**src/rtl/dsm_pkg.sv**
```systemverilog
package dsm_pkg;
  localparam int ACC_W       = 32;
  localparam int IN_W        = 20;
  localparam int CODE_W      = 4;
  localparam int MAX_CODE    = 8;
  localparam int N_STAGES    = 3;
  localparam int TAP_SHIFT   = 5;
  localparam int QUANT_SHIFT = 13;
  localparam int QGAIN_HI    = 4;
  localparam int QGAIN_LO    = 1;
endpackage

```
**src/rtl/dsm_quant.sv**
```systemverilog
module dsm_quant #(
  parameter int ACC_W       = dsm_pkg::ACC_W,
  parameter int CODE_W      = dsm_pkg::CODE_W,
  parameter int QUANT_SHIFT = dsm_pkg::QUANT_SHIFT,
  parameter int QGAIN_HI    = dsm_pkg::QGAIN_HI,
  parameter int QGAIN_LO    = dsm_pkg::QGAIN_LO,
  parameter int MAX_CODE    = dsm_pkg::MAX_CODE
) (
  input  logic signed [ACC_W-1:0] acc,
  output logic [CODE_W-1:0]       code
);
  localparam logic signed [ACC_W-1:0] TOP_V = ACC_W'(MAX_CODE);

  logic signed [ACC_W-1:0] scaled;
  logic signed [ACC_W-1:0] shifted;

  always_comb begin
    // gain of 18 built from two shifts, wrapping at ACC_W bits
    scaled  = (acc <<< QGAIN_HI) + (acc <<< QGAIN_LO);
    shifted = scaled >>> QUANT_SHIFT;
    if (shifted < 0)
      code = '0;
    else if (shifted > TOP_V)
      code = CODE_W'(MAX_CODE);
    else
      code = shifted[CODE_W-1:0];
  end
endmodule

```
**src/rtl/dsm_feedback.sv**
```systemverilog
module dsm_feedback #(
  parameter int ACC_W  = dsm_pkg::ACC_W,
  parameter int CODE_W = dsm_pkg::CODE_W,
  parameter int STAGE  = 0
) (
  input  logic [CODE_W-1:0]       code,
  output logic signed [ACC_W-1:0] fb
);
  logic signed [ACC_W-1:0] wide;
  assign wide = $signed({{(ACC_W-CODE_W){1'b0}}, code});

  generate
    if (STAGE == 0) begin : g_first
      assign fb = wide <<< 17;
    end else if (STAGE == 1) begin : g_second
      assign fb = wide <<< 14;
    end else begin : g_third
      assign fb = (wide <<< 9) + (wide <<< 8);
    end
  endgenerate
endmodule

```
**src/rtl/dsm_integ.sv**
```systemverilog
module dsm_integ #(
  parameter int ACC_W     = dsm_pkg::ACC_W,
  parameter int DRV_SHIFT = 0
) (
  input  logic                    clk,
  input  logic                    rst,
  input  logic                    step,
  input  logic signed [ACC_W-1:0] drive,
  input  logic signed [ACC_W-1:0] fb,
  output logic signed [ACC_W-1:0] acc
);
  logic signed [ACC_W-1:0] nxt;
  assign nxt = acc + (drive >>> DRV_SHIFT) - fb;

  always_ff @(posedge clk) begin
    if (rst)
      acc <= '0;
    else if (step)
      acc <= nxt;
  end
endmodule

```
**src/rtl/dsm_outreg.sv**
```systemverilog
module dsm_outreg #(
  parameter int CODE_W = dsm_pkg::CODE_W
) (
  input  logic              clk,
  input  logic              rst,
  input  logic              in_valid,
  output logic              in_ready,
  output logic              step,
  input  logic [CODE_W-1:0] code_d,
  output logic              out_valid,
  input  logic              out_ready,
  output logic [CODE_W-1:0] out_code
);
  assign in_ready = !out_valid || out_ready;
  assign step     = in_valid && in_ready;

  always_ff @(posedge clk) begin
    if (rst) begin
      out_valid <= 1'b0;
      out_code  <= '0;
    end else if (step) begin
      out_valid <= 1'b1;
      out_code  <= code_d;
    end else if (out_ready) begin
      out_valid <= 1'b0;
    end
  end
endmodule

```
**src/rtl/dsm3_nine_level.sv**
```systemverilog
module dsm3_nine_level #(
  parameter int IN_W      = dsm_pkg::IN_W,
  parameter int ACC_W     = dsm_pkg::ACC_W,
  parameter int CODE_W    = dsm_pkg::CODE_W,
  parameter int TAP_SHIFT = dsm_pkg::TAP_SHIFT
) (
  input  logic              clk,
  input  logic              rst,
  input  logic              in_valid,
  output logic              in_ready,
  input  logic [IN_W-1:0]   in_word,
  output logic              out_valid,
  input  logic              out_ready,
  output logic [CODE_W-1:0] out_code
);
  localparam int NS = dsm_pkg::N_STAGES;

  logic                    step;
  logic [CODE_W-1:0]       code_d;
  logic signed [ACC_W-1:0] acc   [NS];
  logic signed [ACC_W-1:0] drive [NS];
  logic signed [ACC_W-1:0] fb    [NS];

  // code from the pre-step value of the last integrator
  dsm_quant #(.ACC_W(ACC_W), .CODE_W(CODE_W)) quant_i (
    .acc (acc[NS-1]),
    .code(code_d)
  );

  generate
    for (genvar s = 0; s < NS; s++) begin : g_stage
      if (s == 0) begin : g_in
        assign drive[s] = $signed({{(ACC_W-IN_W){1'b0}}, in_word});
      end else begin : g_chain
        assign drive[s] = acc[s-1];
      end

      dsm_feedback #(.ACC_W(ACC_W), .CODE_W(CODE_W), .STAGE(s)) fb_i (
        .code(code_d),
        .fb  (fb[s])
      );

      dsm_integ #(.ACC_W(ACC_W), .DRV_SHIFT(s == 0 ? 0 : TAP_SHIFT)) integ_i (
        .clk  (clk),
        .rst  (rst),
        .step (step),
        .drive(drive[s]),
        .fb   (fb[s]),
        .acc  (acc[s])
      );
    end
  endgenerate

  dsm_outreg #(.CODE_W(CODE_W)) outreg_i (
    .clk      (clk),
    .rst      (rst),
    .in_valid (in_valid),
    .in_ready (in_ready),
    .step     (step),
    .code_d   (code_d),
    .out_valid(out_valid),
    .out_ready(out_ready),
    .out_code (out_code)
  );
endmodule

```
**config.mk**
```make
export PLATFORM = sky130hd
export DESIGN_NAME = dsm3_nine_level
export DESIGN_NICKNAME = d
export VERILOG_FILES = /design/src/rtl/dsm_pkg.sv /design/src/rtl/dsm_quant.sv /design/src/rtl/dsm_feedback.sv /design/src/rtl/dsm_integ.sv /design/src/rtl/dsm_outreg.sv /design/src/rtl/dsm3_nine_level.sv
export SDC_FILE = /design/constraint.sdc
export NUM_CORES = 1
export LEC_CHECK = 0
export ABC_AREA = 1
export BUFFER_PORTS_ARGS = -buffer_cell sky130_fd_sc_hd__buf_2
export CAP_MARGIN = 20
export CORE_UTILIZATION = 40
export CTS_BUF_LIST = sky130_fd_sc_hd__clkbuf_4 sky130_fd_sc_hd__clkbuf_8
export DETAILED_ROUTE_END_ITERATION = 6
export HOLD_SLACK_MARGIN = 0.12
export PLACE_DENSITY = 0.65
export SLEW_MARGIN = 20
export SYNTH_ARGS = -nofsm -noshare
export SYNTH_HDL_FRONTEND = slang
export SYNTH_SLANG_ARGS = --single-unit
```
**constraint.sdc**
```tcl
create_clock -name clk -period 6.7 [get_ports clk]
set_input_delay 0.67 -clock clk [delete_from_list [all_inputs] [get_ports clk]]
set_output_delay 0.67 -clock clk [all_outputs]
set_load 0.05 [all_outputs]
```
==> results.yml, run 1 <==
status:
  outcome: "completed"
global_routing:
  antenna_found_initial: 0
  grt_max_degree: 95
  grt_remaining_overflow: 0
  grt_pass1_vias: 12800
  grt_use_total_pct: 23.7
  grt_pass1_wl_um: 63000
cts:
  hold_buffers: 0
  clk_pin_slew_ns: 0.11
  insertion_delay_ns: 0.42
  cts_root_buf: "clkbuf_8"
  clock_sinks: 100
  cts_resized: 0
  cts_tree: "built"
  post_cts_buffers: 0
  clk_path_buf_depth: 2
  cts.htree.levels: 3
  tritoncts.num_buffers: 9
final_layout:
  design_area_um2: 14100
  fillerInstances: 3571
  layout-drive-gt1-share_pct: 3.83
  multi_input_area_um2: 8920
  antenna_cells: 0
  finalNetCount: 2440
  final-seq-area_um2: 2000
  area_growth_pct: 6.56
routing:
  drt_iter0_markers: 869
  vias: 13300
  post_drt_wl_per_cell_um: 14.6
  drc_errors: 0
  ant_nets: 0
  firstDrtPassIters: 7
  viasPerCell: 5.02
  drt_wl_total_um: 38900
logic_synthesis:
  ys.flop_type: "dfxtp_1"
  synthDistinctLibCells: 37
  synth_seq_area_share_pct: 15.1
  syn-num-nets: 2425
  syn-instance-count: 2199
  ys_ff_latch: 100
  synth_edf_count: 0
  async_reset_ff_share_pct: 0
  syn_area_um2: 13200
  synth.avg_cell_area_um2: 6.01
  synth-warning-count: 0
floorplan:
  ios: 30
  start_util_pct: 40.6
  fp.dieW_um: 184
  coreArea_um2: 32500
  die_area_um2: 33800
  rows: 66
  dieHeight_um: 184
hold_path:
  worstHoldPathCells: 2
  hp-start: "g_stage[1].integ_i.acc[0]"
  min_to: "g_stage[1].integ_i.acc[0]"
  worstHoldPathType: "reg -> reg"
timing:
  worst_slew_pin_slew_ns: 0.895
  fin_skew_ns: 0.0214
  hold_slack_ns: 0.504
  layout_setup_ws_ns: 0.641
  fin_crit_ns: 6.06
  fmax_ghz: 0.165
  fin_setup_tns_ns: 0
  rsz0062_at_grt: "false"
  slew_headroom_pct: 40.3
  maxSlewViolCount: 0
  post-route-period-util_pct: 90.4
  hold_violations: 0
  setup_viol: 0
setup_path:
  rr_worst_depth: 40
  r2r_start: "g_stage[2].integ_i.acc[12]"
  cpPeakStageDelay_ns: 0.49
  worstPathMaxFanout: 6
  timing.critical_path.mode_cell: "nand2_1"
  cp_slowest_cell: "dfxtp_1"
  r2r_end: "g_stage[2].integ_i.acc[25]"
  worstPathArrival_ns: 6.38
  worstSetupPathType: "reg -> reg"
  cp_data_required_time_ns: 7.02
  critPathCaptureType: "register"
  cp-start-kind: "register"
  reg2reg_slack_ns: 0.64
job:
  cap_violations: 0
placed_design:
  place_congestion: 0.946
  dp.final_hpwl_um: 32300
  place_area_um2: 13900
  portBuffers: 29
  pre_cts_slack_ns: 0.732
[how the worst max path moves through the flow]
stage                                from                          to  slack, ns
6_report       g_stage[2].integ_i.acc[12]  g_stage[2].integ_i.acc[25]       0.64
5_1_grt        g_stage[2].integ_i.acc[12]  g_stage[2].integ_i.acc[25]       0.05
4_1_cts        g_stage[2].integ_i.acc[12]  g_stage[2].integ_i.acc[25]       0.71
3_5_place_dp   g_stage[2].integ_i.acc[12]  g_stage[2].integ_i.acc[25]       0.73
3_3_place_gp   g_stage[2].integ_i.acc[12]  g_stage[2].integ_i.acc[25]       0.87
2_1_floorplan  g_stage[2].integ_i.acc[10]  g_stage[2].integ_i.acc[25]       1.76
[cell type report]
class	count	area share, %
well taps	442	3.93
clock inverters	7	0.746
inverters	582	15.5
clock buffers	9	0.879
repair buffers	36	1.40
multi-input cells	1485	63.3
flip-flops and latches	100	14.2
[cell usage in the layout (no fill, tap or decap), drive strengths merged, types with 2 or more instances in the layout]
cell type	instances
a31o	2
a31oi	14
clkbuf	9
buf	36
bufinv	2
o221ai	7
xor2	37
o21a	5
nand4	23
a21boi	12
inv	585
nand3	102
nor2	157
xnor2	26
ha	188
fa	14
nand2	463
o21bai	23
nor3	24
dfxtp	100
o211ai	10
nor4	5
a221oi	6
nand3b	8
o21ai	138
a21oi	200
a21o	16
o31ai	4
[critical path: cells and delay by family (launching register included)]
kind / cells / cell delay (ns)
DFF: 1 / 0.49
AOI/OAI and AO/OA: 2 / 0.35
adders and majority gates: 4 / 1.50
and+or+nand+nor: 27 / 3.22
buffers and inverters: 7 / 0.44
[flip-flops by register name, summed over array words and instances (netlist names)]
name and flops:
g_stage.integ_i.acc 95, outreg_i.out_code 4, outreg_i.out_valid 1
[per-layer routing]
layer | part of all wire [%] | global-route usage, % | vias up
li1 | - | - | 6971
met1 | 45 | 29.1 | 6006
met2 | 48 | 42.3 | 289
met3 | 3.1 | 2.06 | 79
met4 | 3.5 | 9.43 | 0
met5 | 0 | 0 | -
[kinds of logic after synthesis]
family,Yosys count,synth area share [%]
compound gates,438,18.6
xor+xnor,63,4.17
fa+ha+maj,202,19.9
buf+inv,614,17.4
flops,100,15.1
simple gates,782,24.7
[synthesized netlist by cell type, drive strengths merged (5+ instances only)]
library cell | n | area [um^2]
a21oi | 200 | 1010
a21boi | 12 | 90.1
nor4 | 5 | 31.3
o211ai | 10 | 75.1
clkbuf | 28 | 105
a221oi | 6 | 52.6
inv | 581 | 2180
nand3b | 8 | 60.1
xnor2 | 26 | 228
o21bai | 23 | 184
o21ai | 138 | 691
ha | 188 | 2350
nor2 | 157 | 624
xor2 | 37 | 324
nand2 | 463 | 1750
o21a | 5 | 37.5
dfxtp | 100 | 2000
nand4 | 23 | 144
nor3 | 24 | 130
a21o | 16 | 120
fa | 14 | 280
a31oi | 14 | 87.6
nand3 | 102 | 521
o221ai | 7 | 61.3
[metrics by stage]
step | utilization, % | std cells
finish | 43.3 | 2661
global route | 43.3 | 2661
CTS | 43.3 | 2661
detailed placement | 42.6 | 2645
global placement | 42.6 | 2645
floorplan | - | 2199
Power of run 1 is not shown: default switching activity piles up to over one toggle a cycle in this logic, so the estimate is an artifact.
==> run 2, diff against run 1 <==
==> constraint.sdc (replaced) <==
create_clock -name clk -period 6.1 [get_ports clk]
set_input_delay 1.22 -clock clk [delete_from_list [all_inputs] [get_ports clk]]
set_output_delay 1.22 -clock clk [all_outputs]
set_load 0.05 [all_outputs]
==> run 2 against run 1 <==
  * Worst hold slack improved by 0.0025 ns
  * Critical path type unchanged
  * Non-clock buffer count rose by 2
  * Sequential cell count did not move
  * Sequential share of layout area fell by 0.082 points
  * Clock skew rose by 0.0017 ns
==> results.yml, run 2 (synthesized netlist as in run 1, its figures left out) <==
global_routing:
  grt_max_degree: 101
  grt_use_total_pct: 23.0
  grt_remaining_overflow: 0
  grt_pass1_vias: 12500
  grt_pass1_wl_um: 61700
  antenna_found_initial: 0
setup_path:
  worstSetupPathType: "reg -> reg"
  cp_data_required_time_ns: 6.38
  worstPathArrival_ns: 5.90
  cpPeakStageDelay_ns: 0.49
  rr_worst_depth: 38
  cp-start-kind: "register"
  cp_slowest_cell: "fa_1"
  critPathCaptureType: "register"
  worstPathMaxFanout: 6
  timing.critical_path.mode_cell: "nand2_1"
timing:
  fin_skew_ns: 0.0231
  hold_slack_ns: 0.506
  setup_viol: 0
  hold_violations: 0
  worst_slew_pin_slew_ns: 0.952
  slew_headroom_pct: 36.5
  fin_crit_ns: 5.62
  fin_setup_tns_ns: 0
  maxSlewViolCount: 0
  fmax_ghz: 0.178
  post-route-period-util_pct: 92.1
cts:
  clk_path_buf_depth: 2
  cts.htree.levels: 3
  cts_root_buf: "clkbuf_8"
  clk_pin_slew_ns: 0.11
  clock_sinks: 100
  tritoncts.num_buffers: 9
  cts_tree: "built"
  insertion_delay_ns: 0.40
  hold_buffers: 0
routing:
  post_drt_wl_per_cell_um: 14.3
  vias: 13400
  ant_nets: 0
  drc_errors: 0
  drt_iter0_markers: 729
  viasPerCell: 5.04
  firstDrtPassIters: 5
  drt_wl_total_um: 38200
final_layout:
  largest_register: "g_stage.integ_i.acc"
  layout_common_cells: "inv_1 (577), nand2_1 (450), a21oi_1 (196), ha_1 (180), nor2_1 (143)"
  mostFrequentLayoutCell: "inv_1"
  largestRegisters: "g_stage.integ_i.acc (95), outreg_i.out_code (4), outreg_i.out_valid (1)"
  layout-drive-gt1-share_pct: 5.09
  fillerInstances: 3543
  area_growth_pct: 7.65
  finalNetCount: 2442
  largest_register_ffs: 95
  antenna_cells: 0
floorplan:
  fp.dieW_um: 184
  coreArea_um2: 32500
  rows: 66
  dieHeight_um: 184
  start_util_pct: 40.6
  die_area_um2: 33800
  ios: 30
hold_path:
  worstHoldPathType: "reg -> reg"
  worstHoldPathCells: 2
job:
  cap_violations: 0
placed_design:
  place_congestion: 0.980
  dp.final_hpwl_um: 31600
  portBuffers: 29
status:
  outcome: "completed"
==> run 2: changes by cell type in the layout (fill, tap and decap cells not counted), sizes merged <==
cell / change
clkinv: +2
buf: +2
clkinvlp: -1
inv: -1
==> run 2: area by class of cell <==
class / count / area (um^2) / share of cell area, %
clock inverters: 7 / 108 / 0.756
well taps: 442 / 553 / 3.89
multi-input cells: 1485 / 9040 / 63.5
repair buffers: 38 / 213 / 1.49
flip-flops and latches: 100 / 2010 / 14.1
inverters: 582 / 2180 / 15.4
clock buffers: 9 / 124 / 0.871
==> run 2: final timing paths <==
kind / end / startpoint / slack, ns
worst max-delay path: g_stage[2].integ_i.acc[25] / g_stage[2].integ_i.acc[21] / 0.48
worst min-delay path: g_stage[1].integ_i.acc[0] / g_stage[1].integ_i.acc[0] / 0.51
worst max register to register: g_stage[2].integ_i.acc[25] / g_stage[2].integ_i.acc[21] / 0.48
worst min register to register: g_stage[1].integ_i.acc[0] / g_stage[1].integ_i.acc[0] / 0.51
==> run 2: critical path: cells and delay by family, from the launching register on <==
kind | cells | cell delay (ns)
buf+inv | 7 | 0.47
simple gates | 23 | 2.42
flops | 1 | 0.45
compound gates | 4 | 0.73
fa+ha+maj | 4 | 1.47
==> run 2: repair_timing <==
item | 4_1_cts | 5_1_grt
resized for setup | 0 | 32
buffers inserted | 0 | 0
endpoints found under the setup margin | 0 | 6
==> run 2: per-stage QoR <==
stage               setup WS, ns  cell area, um^2  cells  utilization [%]
finish                     0.480            14200   2663             43.7
CTS                        0.356            14100   2663             43.3
global route             -0.0402            14200   2663             43.7
global placement           0.539            13900   2647             42.6
floorplan                   1.16            13200   2199                -
detailed placement         0.400            13900   2647             42.6
==> run 2: per-layer routing <==
| layer | track usage, % | share of wire [%] | up-vias | wire length (um) |
|---|---|---|---|---|
| met3 | 1.96 | 3.6 | 78 | 1390 |
| met5 | 0 | 0 | - | 0 |
| met2 | 40.7 | 47 | 336 | 18000 |
| met4 | 9.77 | 4.0 | 0 | 1530 |
| met1 | 28.4 | 45 | 6040 | 17300 |
| li1 | - | - | 6962 | - |
Power of run 2 is left out for the same reason.
